## src/rtl/oneshot_pkg.sv

```systemverilog
package oneshot_pkg;
  typedef enum logic {
    OS_IDLE  = 1'b0,
    OS_PULSE = 1'b1
  } os_state_e;

  function automatic logic [16:0] span_of(input logic [15:0] raw);
    return (raw == 16'd0) ? 17'h10000 : {1'b0, raw};
  endfunction
endpackage

```

## src/rtl/oneshot_gate_edge.sv

```systemverilog
module oneshot_gate_edge (
  input  logic clk,
  input  logic rst_n,
  input  logic gate_in,
  output logic gate_prev,
  output logic gate_rise
);
  // Reset value 1: a gate already high at reset release is not an edge.
  always_ff @(posedge clk) begin
    if (!rst_n) gate_prev <= 1'b1;
    else        gate_prev <= gate_in;
  end

  assign gate_rise = gate_in & ~gate_prev;
endmodule

```

## src/rtl/oneshot_len_reg.sv

```systemverilog
module oneshot_len_reg #(
  parameter int CNT_W = 16,
  localparam int LEN_W = CNT_W + 1
) (
  input  logic             clk,
  input  logic             rst_n,
  input  logic             wr_fire,
  input  logic [CNT_W-1:0] wr_data,
  output logic [CNT_W-1:0] len_raw,
  output logic [LEN_W-1:0] len_full
);
  always_ff @(posedge clk) begin
    if (!rst_n)       len_raw <= '0;
    else if (wr_fire) len_raw <= wr_data;
  end

  // Zero encodes the full range of the counter.
  assign len_full = (len_raw == '0) ? (LEN_W'(1) << CNT_W) : {1'b0, len_raw};
endmodule

```

## src/rtl/oneshot_downcount.sv

```systemverilog
module oneshot_downcount
  import oneshot_pkg::*;
#(
  parameter int CNT_W = 16,
  localparam int LEN_W = CNT_W + 1
) (
  input  logic             clk,
  input  logic             rst_n,
  input  logic             load,
  input  logic [LEN_W-1:0] load_len,
  output logic [LEN_W-1:0] cnt,
  output os_state_e        state
);
  localparam logic [LEN_W-1:0] ONE = LEN_W'(1);

  os_state_e        state_d;
  logic [LEN_W-1:0] cnt_d;

  always_comb begin
    state_d = state;
    cnt_d   = cnt;
    if (load) begin
      state_d = OS_PULSE;
      cnt_d   = load_len;
    end else if (state == OS_PULSE) begin
      if (cnt == ONE) begin
        state_d = OS_IDLE;
        cnt_d   = '0;
      end else begin
        cnt_d = cnt - ONE;
      end
    end
  end

  always_ff @(posedge clk) begin
    if (!rst_n) begin
      state <= OS_IDLE;
      cnt   <= '0;
    end else begin
      state <= state_d;
      cnt   <= cnt_d;
    end
  end
endmodule

```

## src/rtl/oneshot_timer.sv

```systemverilog
module oneshot_timer
  import oneshot_pkg::*;
#(
  parameter int CNT_W = 16
) (
  input  logic             clk,
  input  logic             rst_n,
  input  logic             gate_in,
  input  logic             wr_valid,
  output logic             wr_ready,
  input  logic [CNT_W-1:0] wr_data,
  output logic [CNT_W-1:0] rd_count,
  output logic             pulse_n
);
  localparam int LEN_W = CNT_W + 1;

  logic             gate_prev;
  logic             gate_rise;
  logic [CNT_W-1:0] len_raw;
  logic [LEN_W-1:0] len_full;
  logic [LEN_W-1:0] cnt;
  os_state_e        state;

  assign wr_ready = 1'b1;

  oneshot_gate_edge u_edge (
    .clk       (clk),
    .rst_n     (rst_n),
    .gate_in   (gate_in),
    .gate_prev (gate_prev),
    .gate_rise (gate_rise)
  );

  oneshot_len_reg #(.CNT_W(CNT_W)) u_len (
    .clk      (clk),
    .rst_n    (rst_n),
    .wr_fire  (wr_valid & wr_ready),
    .wr_data  (wr_data),
    .len_raw  (len_raw),
    .len_full (len_full)
  );

  oneshot_downcount #(.CNT_W(CNT_W)) u_cnt (
    .clk      (clk),
    .rst_n    (rst_n),
    .load     (gate_rise),
    .load_len (len_full),
    .cnt      (cnt),
    .state    (state)
  );

  assign rd_count = cnt[CNT_W-1:0];
  assign pulse_n  = (state == OS_IDLE);
endmodule

```

## config.mk

```make
export PLATFORM = sky130hd
export DESIGN_NAME = oneshot_timer
export DESIGN_NICKNAME = d
export VERILOG_FILES = /design/src/rtl/oneshot_pkg.sv /design/src/rtl/oneshot_gate_edge.sv /design/src/rtl/oneshot_len_reg.sv /design/src/rtl/oneshot_downcount.sv /design/src/rtl/oneshot_timer.sv
export SDC_FILE = /design/constraint.sdc
export NUM_CORES = 1
export LEC_CHECK = 0
export ABC_AREA = 1
export BUFFER_PORTS_ARGS = -buffer_cell sky130_fd_sc_hd__buf_4
export CORE_UTILIZATION = 25
export CTS_BUF_LIST = sky130_fd_sc_hd__clkbuf_8
export CTS_CLUSTER_DIAMETER = 100
export DETAILED_ROUTE_END_ITERATION = 10
export PLACE_DENSITY_LB_ADDON = 0.3
export SYNTH_ARGS = -nofsm -noshare
export SYNTH_HDL_FRONTEND = slang
export SYNTH_SLANG_ARGS = --single-unit
```

## constraint.sdc

```tcl
create_clock -name clk -period 1.58 [get_ports clk]
set_clock_uncertainty 0.1 [all_clocks]
set_input_delay 0.079 -clock clk [delete_from_list [all_inputs] [get_ports clk]]
set_output_delay 0.079 -clock clk [all_outputs]
set_load 0.03 [all_outputs]
```

==> summary.md, run 1 <==
| Metric | Value |
|---|---|
| Run status | complete, no violations |
| CTS tree | yes |
| Worst Setup End Kind | flop |
| Avg Synthesized Cell Area | 6.86 µm² |
| Seq/Total Area, Yosys | 0.339 |
| Setup_tns | 0 ns |
| Die Y | 92.9 µm |
| Share of cells above drive strength 1 | 0.326 |
| Vias per cell | 4.40 |
| Mapped Nets | 323 |
| IO buf count | 36 |
| Pre-CTS setup slack | 0.0398 ns |
| Static leakage | 1.34 nW |
| Post-synthesis cell area | 2070 µm² |
| Fin area | 2880 µm² |
| Clk slew on worst S/H paths | 0.08 ns |
| Area contributors post-synth | dfxtp_1 (34%), inv_1 (8.9%), o21ai_0 (8.5%) |
| Worst Setup Slack, final | 0.0276 ns |
| Iteration count of the initial detailed-routing pass | 4 |
| Initial drt markers | 89 |
| Final hold violation count | 0 |
| Worst-skew pair later-pin latency | 0.30 ns |
| Vias in the first global route | 1916 |
| F_max | 644 MHz |
| GRT Overall Usage | 0.128 |
| Area growth syn-to-layout | 39.4% |
| Core area | 7850 µm² |
| First-pass GRT wire length | 8670 µm |
| Fillers | 873 |
| Count of cell types in the netlist | 30 |
| Commonest cells post-synth | inv_1 (49), nand2_1 (37), dfxtp_1 (35), o21ai_0 (35), a21oi_1 (28) |
| Crit start category | flop |
| Most frequent cell after synthesis | inv_1 |
| Initial antenna violation count | 0 |
| Detailed-route via count | 2000 |
| ANT nets after route | 0 |
| Sink Count | 35 |
| NumNets Final | 374 |
| Total congestion overflow | 0 |
| Tightest Hold Check Type | primary input to flop |
| P per Cell Area | 956 nW/µm² |
| Largest net degree at the start of global routing | 33 |
| # IOs | 38 |
| Period utilization | 0.983 |
| DRT Wirelength | 5330 µm |
| Starting Density | 0.263 |
| DRC viols | 0 |
| Die Width | 92.9 µm |
| Clk buf depth | 2 |
| Worst EP required | 1.68 ns |
| Main synth FF type | dfxtp_1 |
| Post-synth EDFFs | 0 |
| TritonCTS buffer count | 5 |
| Final Max Slew Viols | 0 |
| RD Place Congestion | 0.805 |
| Max-capacitance violation count | 0 |
| Max VDD drop | 0.000335 V |
| Async SR Flop Fraction | 0 |
| Min Tclk post-route | 1.55 ns |
| WS Path Type | flop to flop |
| Synth warn | 0 |
| Die ar. | 8630 µm² |
| Setup Viol. Count Final | 0 |
| Area after DPL | 2370 µm² |
| Rows | 32 |
| CTS Root Cell | clkbuf_8 |
| Share of the synthesized area in the top cell type | 0.339 |
| Final core occ | 0.367 |
| Pwr Total | 2.75 mW |
| Antenna cells | 0 |
| Worst-path fanout max | 4 |
| DPL Wire Length | 3720 µm |
| Wire per inst | 11.7 µm |
| Arr. time, crit path | 1.65 ns |
| CTS H-tree depth | 2 |
| Cell taking the most area after synthesis | dfxtp_1 |
| RSZ-0062 raised after global routing | true |
| Register bit total from synthesis | 35 |
| Post-synthesis cell count | 301 |
-- where the power goes --
| part | internal [mW] | total (mW) | switching [mW] |
|---|---|---|---|
| Clock | 0.356 | 0.719 | 0.363 |
| Sequential | 0.954 | 1.02 | 0.0672 |
| Combinational | 0.423 | 1.01 | 0.590 |
| Total | 1.73 | 2.75 | 1.02 |
-- placed cells by master (no fill, tap or decap), types with 2 or more instances in the layout --
master         count
o21ai_1            4
o21ai_0           34
nand3_2            4
nor2_4             6
nor2_1            18
nand3_1           11
inv_2              4
a21oi_2            5
xor2_1             3
nand2_4            4
ha_4               2
inv_1             47
inv_4              2
clkbuf_8           6
nand2_1           32
buf_4             51
nor2_2             6
nand3b_1           2
a21oi_1           23
nand4_1            6
nand2_2            9
dlygate4sd3_1     17
dfxtp_2            2
o22ai_1            4
dfxtp_1           32
xnor2_2            2
a31oi_1            2
-- per-layer routing --
layer  track usage  share of wire
met2         0.211           0.47
met1         0.156           0.47
met4        0.0449          0.011
met3        0.0369          0.057
met5             0              0
-- critical path: stages, from the launching register on --
cell and delay [ns]:
dfxtp_2 0.34, inv_4 0.07, ha_4 0.13, inv_2 0.03
nor2_2 0.09, nand2_1 0.06, nor2_2 0.14, nand2_4 0.09
nand2_8 0.11, buf_6 0.10, nor2_1 0.03, o21a_1 0.15
-- per-stage QoR --
| stage | cells | hold slack (ns) |
|---|---|---|
| floorplan | 301 | 0.0758 |
| global placement | 423 | 0.178 |
| detailed placement | 423 | 0.181 |
| CTS | 448 | 0.0118 |
| global route | 455 | 0.0239 |
| finish | 455 | 0.0164 |
-- state kept, by name, summed over array words and instances, names as in the netlist --
name              cells
u_len.len_raw        16
u_cnt.state           1
u_edge.gate_prev      1
u_cnt.cnt            17
-- timing repair --
item | CTS | global route
resized for setup | 0 | 45
setup endpoints to repair | 0 | 16
endpoints found under the hold margin | 17 | 0
hold buffers | 17 | 0
setup buffers | 0 | 6
-- area by class of cell --
class | instances | area (µm²) | area share
clock inverter | 2 | 16.3 | 0.00565
multi-input combinational | 185 | 1130 | 0.392
timing repair inverter | 1 | 11.3 | 0.00391
inverter | 54 | 220 | 0.0765
timing repair buffer | 70 | 584 | 0.203
tap | 102 | 128 | 0.0443
clock buffer | 6 | 82.6 | 0.0287
sequential | 35 | 707 | 0.246
-- final timing paths --
path,from,cells after the start,to,slack (ns)
hold reg to reg,u_len.len_raw[0],2,u_len.len_raw[0],0.37
setup reg to reg,u_cnt.cnt[1],11,u_cnt.cnt[1],0.03
setup / recovery,u_cnt.cnt[1],11,u_cnt.cnt[1],0.03
hold / removal,rst_n,2,u_edge.gate_prev,0.02
-- cell families (layout without fill, tap and decap cells) --
group / count (synthesis) / count (layout) / share of synthesized area
and+or+nand+nor: 102 / 102 / 0.249
buffers and inverters: 81 / 133 / 0.185
AOI/OAI and AO/OA: 74 / 74 / 0.187
DFF: 35 / 35 / 0.339
xor gates and xnor gates: 6 / 6 / 0.0254
adders and majority gates: 2 / 2 / 0.0121
other: 1 / 1 / 0.00182
(Power assumes the default switching activity.)
==> run 2, diff against run 1 <==
Settings changed: BUFFER_PORTS_ARGS -buffer_cell sky130_fd_sc_hd__buf_4 to unset, DONT_BUFFER_PORTS set to 1, PLACE_DENSITY_LB_ADDON 0.3 to 0.05.
==> run 2 against run 1 <==
- critical path depth down 1
- first-iteration DRC count down 16%
- utilization decreased by 3.9 points
- fmax up 3.3%
- total power shrank 6.9%
- sequential share of layout area is 2.8 points higher
- global-route usage rose by 1.6 points
- critical path type unchanged
- final cell count down 4.2%
==> summary.md, run 2 (synthesized netlist as in run 1, its figures left out) <==
| Metric | Value |
|---|---|
| Run status | complete, no violations |
| Share of cells above drive strength 1 | 0.204 (-0.122) |
| Die Y | 92.9 µm (unchanged) |
| DPL Wire Length | 4200 µm (+13%) |
| RD Place Congestion | 0.722 (-10%) |
| ANT nets after route | 0 (unchanged) |
| Initial antenna violation count | 0 (unchanged) |
| Clock share of power | 0.266 (+0.005) |
| NumNets Final | 355 (-5.1%) |
| Crit start category | flop |
| Starting Density | 0.263 (unchanged) |
| Commonest cells after routing, fill and taps aside | inv_1 (49), nand2_1 (37), o21ai_0 (35) |
| TritonCTS buffer count | 5 (unchanged) |
| Largest reg by FF count | u_cnt.cnt |
| Worst slew margin | 0.553 |
| CTS Root Cell | clkbuf_8 |
| Worst R2R Setup Slack | 0.08 ns (+0.05 ns) |
| Hold path startpoint | wr_valid |
| WS Path Type | flop to flop |
| GRT Overall Usage | 0.143 (+0.0158) |
| Vias per cell | 4.24 (-3.6%) |
| Inst Count DP | 407 (-3.8%) |
| Clk slew on worst S/H paths | 0.08 ns (about the same) |
| Post-CTS Setup Repair Bufs | 0 (unchanged) |
| Min Tclk post-route | 1.50 ns (-0.0490 ns) |
| Number of flip-flops in the largest register | 17 (unchanged) |
| Switch share | 0.377 (+0.00644) |
| Die Width | 92.9 µm (unchanged) |
| Biggest regs | u_cnt.cnt (17), u_len.len_raw (16) |
| Highest-delay cell along the critical path | dfxtp_1 |
| Static leakage | 1.21 nW (-10%) |
| Final hold violation count | 0 (unchanged) |
| Rows | 32 (unchanged) |
| DRT Wirelength | 5730 µm (+7.4%) |
| Pwr Total | 2.56 mW (-6.9%) |
| Setup Viol. Count Final | 0 (unchanged) |
| Setup_tns | 0 ns (unchanged) |
| Actual slew at the worst max-slew pin | 0.671 ns |
| Worst flop-to-flop path startpoint | u_cnt.cnt[8] |
| Wire per inst | 13.1 µm (+12%) |
| Worst Hold Margin | 0.0795 ns (+0.0631 ns) |
| R2r worst-path depth | 10 (-1) |
| Worst Hold Endpoint | u_len.len_raw[15] |
| Detailed-route via count | 1848 (-7.6%) |
| F_max | 665 MHz (+3.3%) |
| CTS tree | yes |
| DRC viols | 0 (unchanged) |
| Flop pwr share | 0.397 (+0.026) |
| Fin cells | 436 (-4.2%) |
| Die ar. | 8630 µm² (unchanged) |
| Total congestion overflow | 0 (unchanged) |
| Core area | 7850 µm² (unchanged) |
| P per Cell Area | 996 nW/µm² (+4.1%) |
| Max-capacitance violation count | 0 (unchanged) |
| Tightest Hold Check Type | primary input to flop |
| Max VDD drop | 0.000307 V (-8.3%) |
| Arr. time, crit path | 1.60 ns (-0.05 ns) |
| CP bufs+invs | 2 (-1) |
| Period utilization | 0.951 (-0.0310) |
| Sw power | 0.966 mW (-5.3%) |
| Final core occ | 0.328 (-0.0389) |
| Hold Path Depth | 3 (+1) |
| Final Max Slew Viols | 0 (unchanged) |
| CP Depth | 10 (-1) |
| Delay of the slowest cell on the worst path | 0.37 ns (+0.03 ns) |
| Critical path's top delay family | simple AND/OR/NAND/NOR gates |
| Sink Count | 35 (unchanged) |
| First-pass GRT wire length | 9500 µm (+9.6%) |
| RSZ-0062 raised after global routing | true |
| Antenna cells | 0 (unchanged) |
| Worst Setup End Kind | flop |
| Largest net degree at the start of global routing | 26 (-21%) |
| Logic gate share of total power | 0.337 (-0.031) |
| IO buf count | 0 (-100%) |
| CTS H-tree depth | 2 (unchanged) |
| Initial drt markers | 75 (-16%) |
| Clk buf depth | 2 (unchanged) |
| Worst-path fanout max | 13 (+9) |
| Worst path cell trace | nor2_2 -> nand2_2 -> nor2_4 -> nand2_4 -> nand2_4 -> inv_6 -> nand2_1 -> nand3_1 -> nand2_1 -> inv_1 |
| Iteration count of the initial detailed-routing pass | 4 (unchanged) |
| Internal power | 1.60 mW (-7.9%) |
| R2r endpoint | u_cnt.cnt[8] |
| Most common cell after layout, fill and taps aside | inv_1 |
| Vias in the first global route | 1869 (-2.5%) |
| Area growth syn-to-layout | 24.6% |
| Worst EP required | 1.68 ns (about the same) |
| Worst-skew pair later-pin latency | 0.29 ns (about the same) |
| # IOs | 38 (unchanged) |
==> run 2: cell count changes in the layout (fill, tap and decap cells not counted), sizes merged <==
cell          change
buf              -22
clkbuf            -1
clkinv            -1
dlygate4sd3       +3
dlymetal6s4s      +1
inv               +1
==> run 2: cell type report <==
cell class,count,area [µm²]
Clock buffer,5,68.8
Clock inverter,3,16.3
Fill cell,910,5270
Inverter,54,208
Multi-Input combinational cell,185,991
Sequential cell,35,704
Tap cell,102,128
Timing Repair Buffer,52,458
==> run 2: worst max path at each step <==
stage / startpoint / to / slack, ns
6_report: u_cnt.cnt[8] / u_cnt.cnt[8] / 0.08
5_1_grt: u_cnt.cnt[8] / u_cnt.cnt[7] / -0.05
4_1_cts: rst_n / u_cnt.cnt[5] / 0.005
3_5_place_dp: u_cnt.cnt[8] / u_cnt.cnt[8] / 0.06
3_3_place_gp: u_cnt.cnt[8] / u_cnt.cnt[8] / 0.06
2_1_floorplan: u_cnt.cnt[1] / u_cnt.cnt[11] / 0.16
==> run 2: worst min-delay path, delay by kind of cell <==
kind	cells	cell delay [ns]
buffers and inverters	1	0.10
AO/OA/AOI/OAI	2	0.24
==> run 2: power by group through the flow <==
| stage | clock network (mW) | registers [mW] | logic, mW |
|---|---|---|---|
| CTS | 0.702 | 1.02 | 0.868 |
| finish | 0.682 | 1.02 | 0.865 |
| global placement | 0 | 1.04 | 0.817 |
| floorplan | 0 | 1.03 | 0.648 |
| detailed placement | 0 | 1.04 | 0.812 |
| global route | 0.724 | 1.03 | 0.975 |
==> run 2: repair_timing <==
action                                  in CTS  in global routing
endpoints found under the setup margin       0                 13
gates resized for setup                      0                  8
hold buffers                                21                  0
endpoints found under the hold margin       33                  0
==> run 2: through the flow <==
stage	instance area, µm²	worst slack [ns]
2_1_floorplan	2070	0.159
5_1_grt	2570	-0.0454
6_report	2570	0.0767
4_1_cts	2560	0.00474
3_5_place_dp	2260	0.0556
3_3_place_gp	2260	0.0623
==> run 2: routing by layer <==
metal	track usage	share of wire	routed length [µm]	vias up
li1	-	-	-	1002
met1	0.192	0.51	2950	810
met2	0.227	0.43	2490	32
met3	0.0328	0.041	235	4
met5	0	0	0	-
met4	0.0423	0.0092	53	0
==> run 3, diff against run 2 <==
Settings changed: SYNTH_HIERARCHICAL set to 1.
==> run 3 against run 2 <==
- register-to-register slack improved by 0.02 ns
- sequential power barely moved
- area after synthesis is 4.5% lower
- setup slack improved by 0.013 ns
- critical path depth decreased by 5
- via count is 3.8% higher
- final area rose by 3.2%
- flip-flop and latch count stayed put
==> summary.md, run 3 <==
| Metric | Value |
|---|---|
| Run status | complete, no violations |
| Seq/Total Area, Yosys | 0.355 (+0.0161) |
| Initial antenna violation count | 0 (unchanged) |
| Inst Count DP | 394 (-3.2%) |
| First-pass GRT wire length | 9580 µm (+0.87%) |
| R2r endpoint | u_cnt/cnt[7] |
| Area growth syn-to-layout | 34.7% |
| Max-capacitance violation count | 0 (unchanged) |
| Worst Setup End Kind | flop |
| Avg Synthesized Cell Area | 6.75 µm² (-1.6%) |
| Highest-delay cell along the critical path | dlygate4sd3_1 |
| Worst slew margin | 0.656 (+0.104) |
| Worst flop-to-flop path startpoint | u_cnt/cnt[5] |
| Most common cell after layout, fill and taps aside | nand2_1 |
| Antenna cells | 0 (unchanged) |
| Clk buf depth | 2 (unchanged) |
| Setup Viol. Count Final | 0 (unchanged) |
| Final hold violation count | 0 (unchanged) |
| CTS H-tree depth | 2 (unchanged) |
| Synth warn | 6 (+6) |
| WS Path Type | primary input to flop |
| Worst Hold Margin | 0.0713 ns (-0.00822 ns) |
| Rows | 32 (unchanged) |
| Area contributors post-synth | dfxtp_1 (36%), nand2_1 (13%), nor2_1 (6.9%) |
| DRC viols | 0 (unchanged) |
| # IOs | 38 (unchanged) |
| TritonCTS buffer count | 5 (unchanged) |
| Iteration count of the initial detailed-routing pass | 4 (unchanged) |
| CTS Root Cell | clkbuf_8 |
| Share of the synthesized area in the top cell type | 0.355 (+0.0161) |
| Fillers | 866 (-4.8%) |
| Final core occ | 0.346 (+0.0176) |
| Pwr Total | 2.80 mW (+9.2%) |
| Clk slew on worst S/H paths | 0.08 ns (about the same) |
| Count of cell types in the netlist | 32 (+6.7%) |
| Tightest Hold Check Type | primary input to flop |
| Most common cell on crit path | dlygate4sd3_1 |
| Max VDD drop | 0.000403 V (+31%) |
| Initial drt markers | 45 (-40%) |
| Fin cells | 433 (-0.69%) |
| Detailed-route via count | 1919 (+3.8%) |
| Die Y | 90.8 µm (-2.2%) |
| Delay of the slowest cell on the worst path | 0.58 ns (+0.21 ns) |
| Largest reg by FF count | u_cnt/cnt |
| Post-synthesis cell area | 1970 µm² (-4.5%) |
| Sink Count | 35 (unchanged) |
| Vias in the first global route | 1934 (+3.5%) |
| Worst-path fanout max | 28 (+15) |
| CTS tree | yes |
| RD Place Congestion | 0.740 (+2.5%) |
| Worst EP required | 1.71 ns (+0.03 ns) |
| ANT nets after route | 0 (unchanged) |
| RSZ-0062 raised after global routing | false |
| Cell taking the most area after synthesis | dfxtp_1 |
| Worst path cell trace | dlygate4sd3_1 -> buf_12 -> o21ai_2 -> dlygate4sd3_1 -> a21oi_2 |
| Total congestion overflow | 0 (unchanged) |
| Commonest cells post-synth | nand2_1 (68), nor2_1 (36), dfxtp_1 (35) |
| Starting Density | 0.257 (-0.00672) |
| Async SR Flop Fraction | 0 (unchanged) |
| Post-synthesis cell count | 292 (-3.0%) |
| Die Width | 90.8 µm (-2.2%) |
| Final Max Slew Viols | 0 (unchanged) |
| Min Tclk post-route | 1.49 ns (-0.0128 ns) |
| Share of cells above drive strength 1 | 0.224 (+0.0200) |
| Worst Setup EP | u_len/len_raw[9] |
| P per Cell Area | 1050 nW/µm² (+5.8%) |
| F_max | 671 MHz (+0.86%) |
| Post-synth EDFFs | 0 (unchanged) |
| Worst-skew pair later-pin latency | 0.29 ns (about the same) |
| IO buf count | 0 (unchanged) |
| DPL Wire Length | 4320 µm (+3.0%) |
| Arr. time, crit path | 1.62 ns (+0.02 ns) |
| Number of flip-flops in the largest register | 17 (unchanged) |
| Largest net degree at the start of global routing | 29 (+12%) |
| Wire per inst | 13.6 µm (+3.8%) |
| GRT Overall Usage | 0.152 (+0.00819) |
| Actual slew at the worst max-slew pin | 0.515 ns (-0.156 ns) |
| Worst R2R Setup Slack | 0.10 ns (+0.02 ns) |
| Biggest regs | u_cnt/cnt (17), u_len/len_raw (16) |
| DRT Wirelength | 5910 µm (+3.1%) |
| NumNets Final | 352 (-0.85%) |
| Period utilization | 0.943 (-0.00810) |
| Hold path startpoint | wr_valid |
| Crit path from | rst_n |
| Core area | 7690 µm² (-2.0%) |
| Crit start category | primary input |
| Register bit total from synthesis | 35 (unchanged) |
| R2r worst-path depth | 7 (-3) |
| Commonest cells after routing, fill and taps aside | nand2_1 (66), dfxtp_1 (34), inv_1 (33) |
| Main synth FF type | dfxtp_1 |
| Vias per cell | 4.43 (+4.6%) |
| Die ar. | 8250 µm² (-4.4%) |
| Most frequent cell after synthesis | nand2_1 |
| Mapped Nets | 314 (-2.8%) |
| Static leakage | 1.19 nW (-1.8%) |
run 3: cell count changes after synthesis, sizes merged, moves of 2 or more:
cell / delta
nor2: +11
clkbuf: +11
a22oi: +9
o22ai: -4
nand4: -4
a21oi: -7
nand2: +23
buf: -14
nand3: -8
inv: -19
o21ai: -7
and2: +2
a31oi: -2
run 3: metrics by stage:
step                setup TNS, ns  worst slack (ns)  area [µm²]
floorplan                       0           0.00596        1970
global placement          -0.0487           -0.0487        2160
detailed placement        -0.0391           -0.0391        2160
global route                    0           0.00277        2660
CTS                             0           0.00245        2570
finish                          0            0.0895        2660
run 3: what timing repair did:
action	in CTS	in global routing
buffers inserted	0	4
pin swaps	0	2
endpoints found under the setup margin	3	17
gates cloned	0	0
endpoints found under the hold margin	35	0
resized for setup	1	16
hold buffers	27	0
run 3: critical path, delay by kind of cell:
family | cells | cell delay, ns
compound gates | 2 | 0.17
buf+inv | 3 | 1.37
run 3: final cells by class:
class	count	area, µm²	share of cell area
Multi-Input combinational cell	197	1070	0.402
Sequential cell	35	702	0.264
Timing Repair Buffer	55	503	0.189
Inverter	36	139	0.0523
Tap cell	102	128	0.0480
Clock buffer	6	82.6	0.0311
Clock inverter	2	35.0	0.0132
run 3: kinds of logic (layout without fill, tap and decap cells):
kind of cell    count (synthesis)  after routing  share of synthesized area
simple gates                  124            124                      0.263
other cells                     1              1                    0.00190
buf+inv                        60             99                      0.128
compound gates                 63             63                      0.208
fa+ha+maj                       2              2                     0.0127
flops                          35             35                      0.355
xor+xnor                        7              7                     0.0311
run 3: worst min path at each step:
stage                        end  slack [ns]  cells after the start
3_3_place_gp    u_edge/gate_prev        0.05                      1
4_1_cts        u_len/len_raw[12]        0.05                      2
6_report       u_len/len_raw[12]        0.07                      2
2_1_floorplan   u_edge/gate_prev        0.05                      1
3_5_place_dp    u_edge/gate_prev        0.06                      1
5_1_grt         u_len/len_raw[9]        0.09                      2
run 3: power breakdown:
| group | total, mW | internal [mW] | switching, mW |
|---|---|---|---|
| Combinational | 0.939 | 0.368 | 0.572 |
| Sequential | 0.991 | 0.948 | 0.0426 |
| Clock | 0.870 | 0.511 | 0.358 |
run 3: routing by layer:
metal,up-vias,share of wire,global-route usage
met2,35,0.48,0.259
met5,-,0,0
li1,983,-,-
met1,888,0.45,0.177
met3,13,0.041,0.0337
met4,0,0.026,0.0754
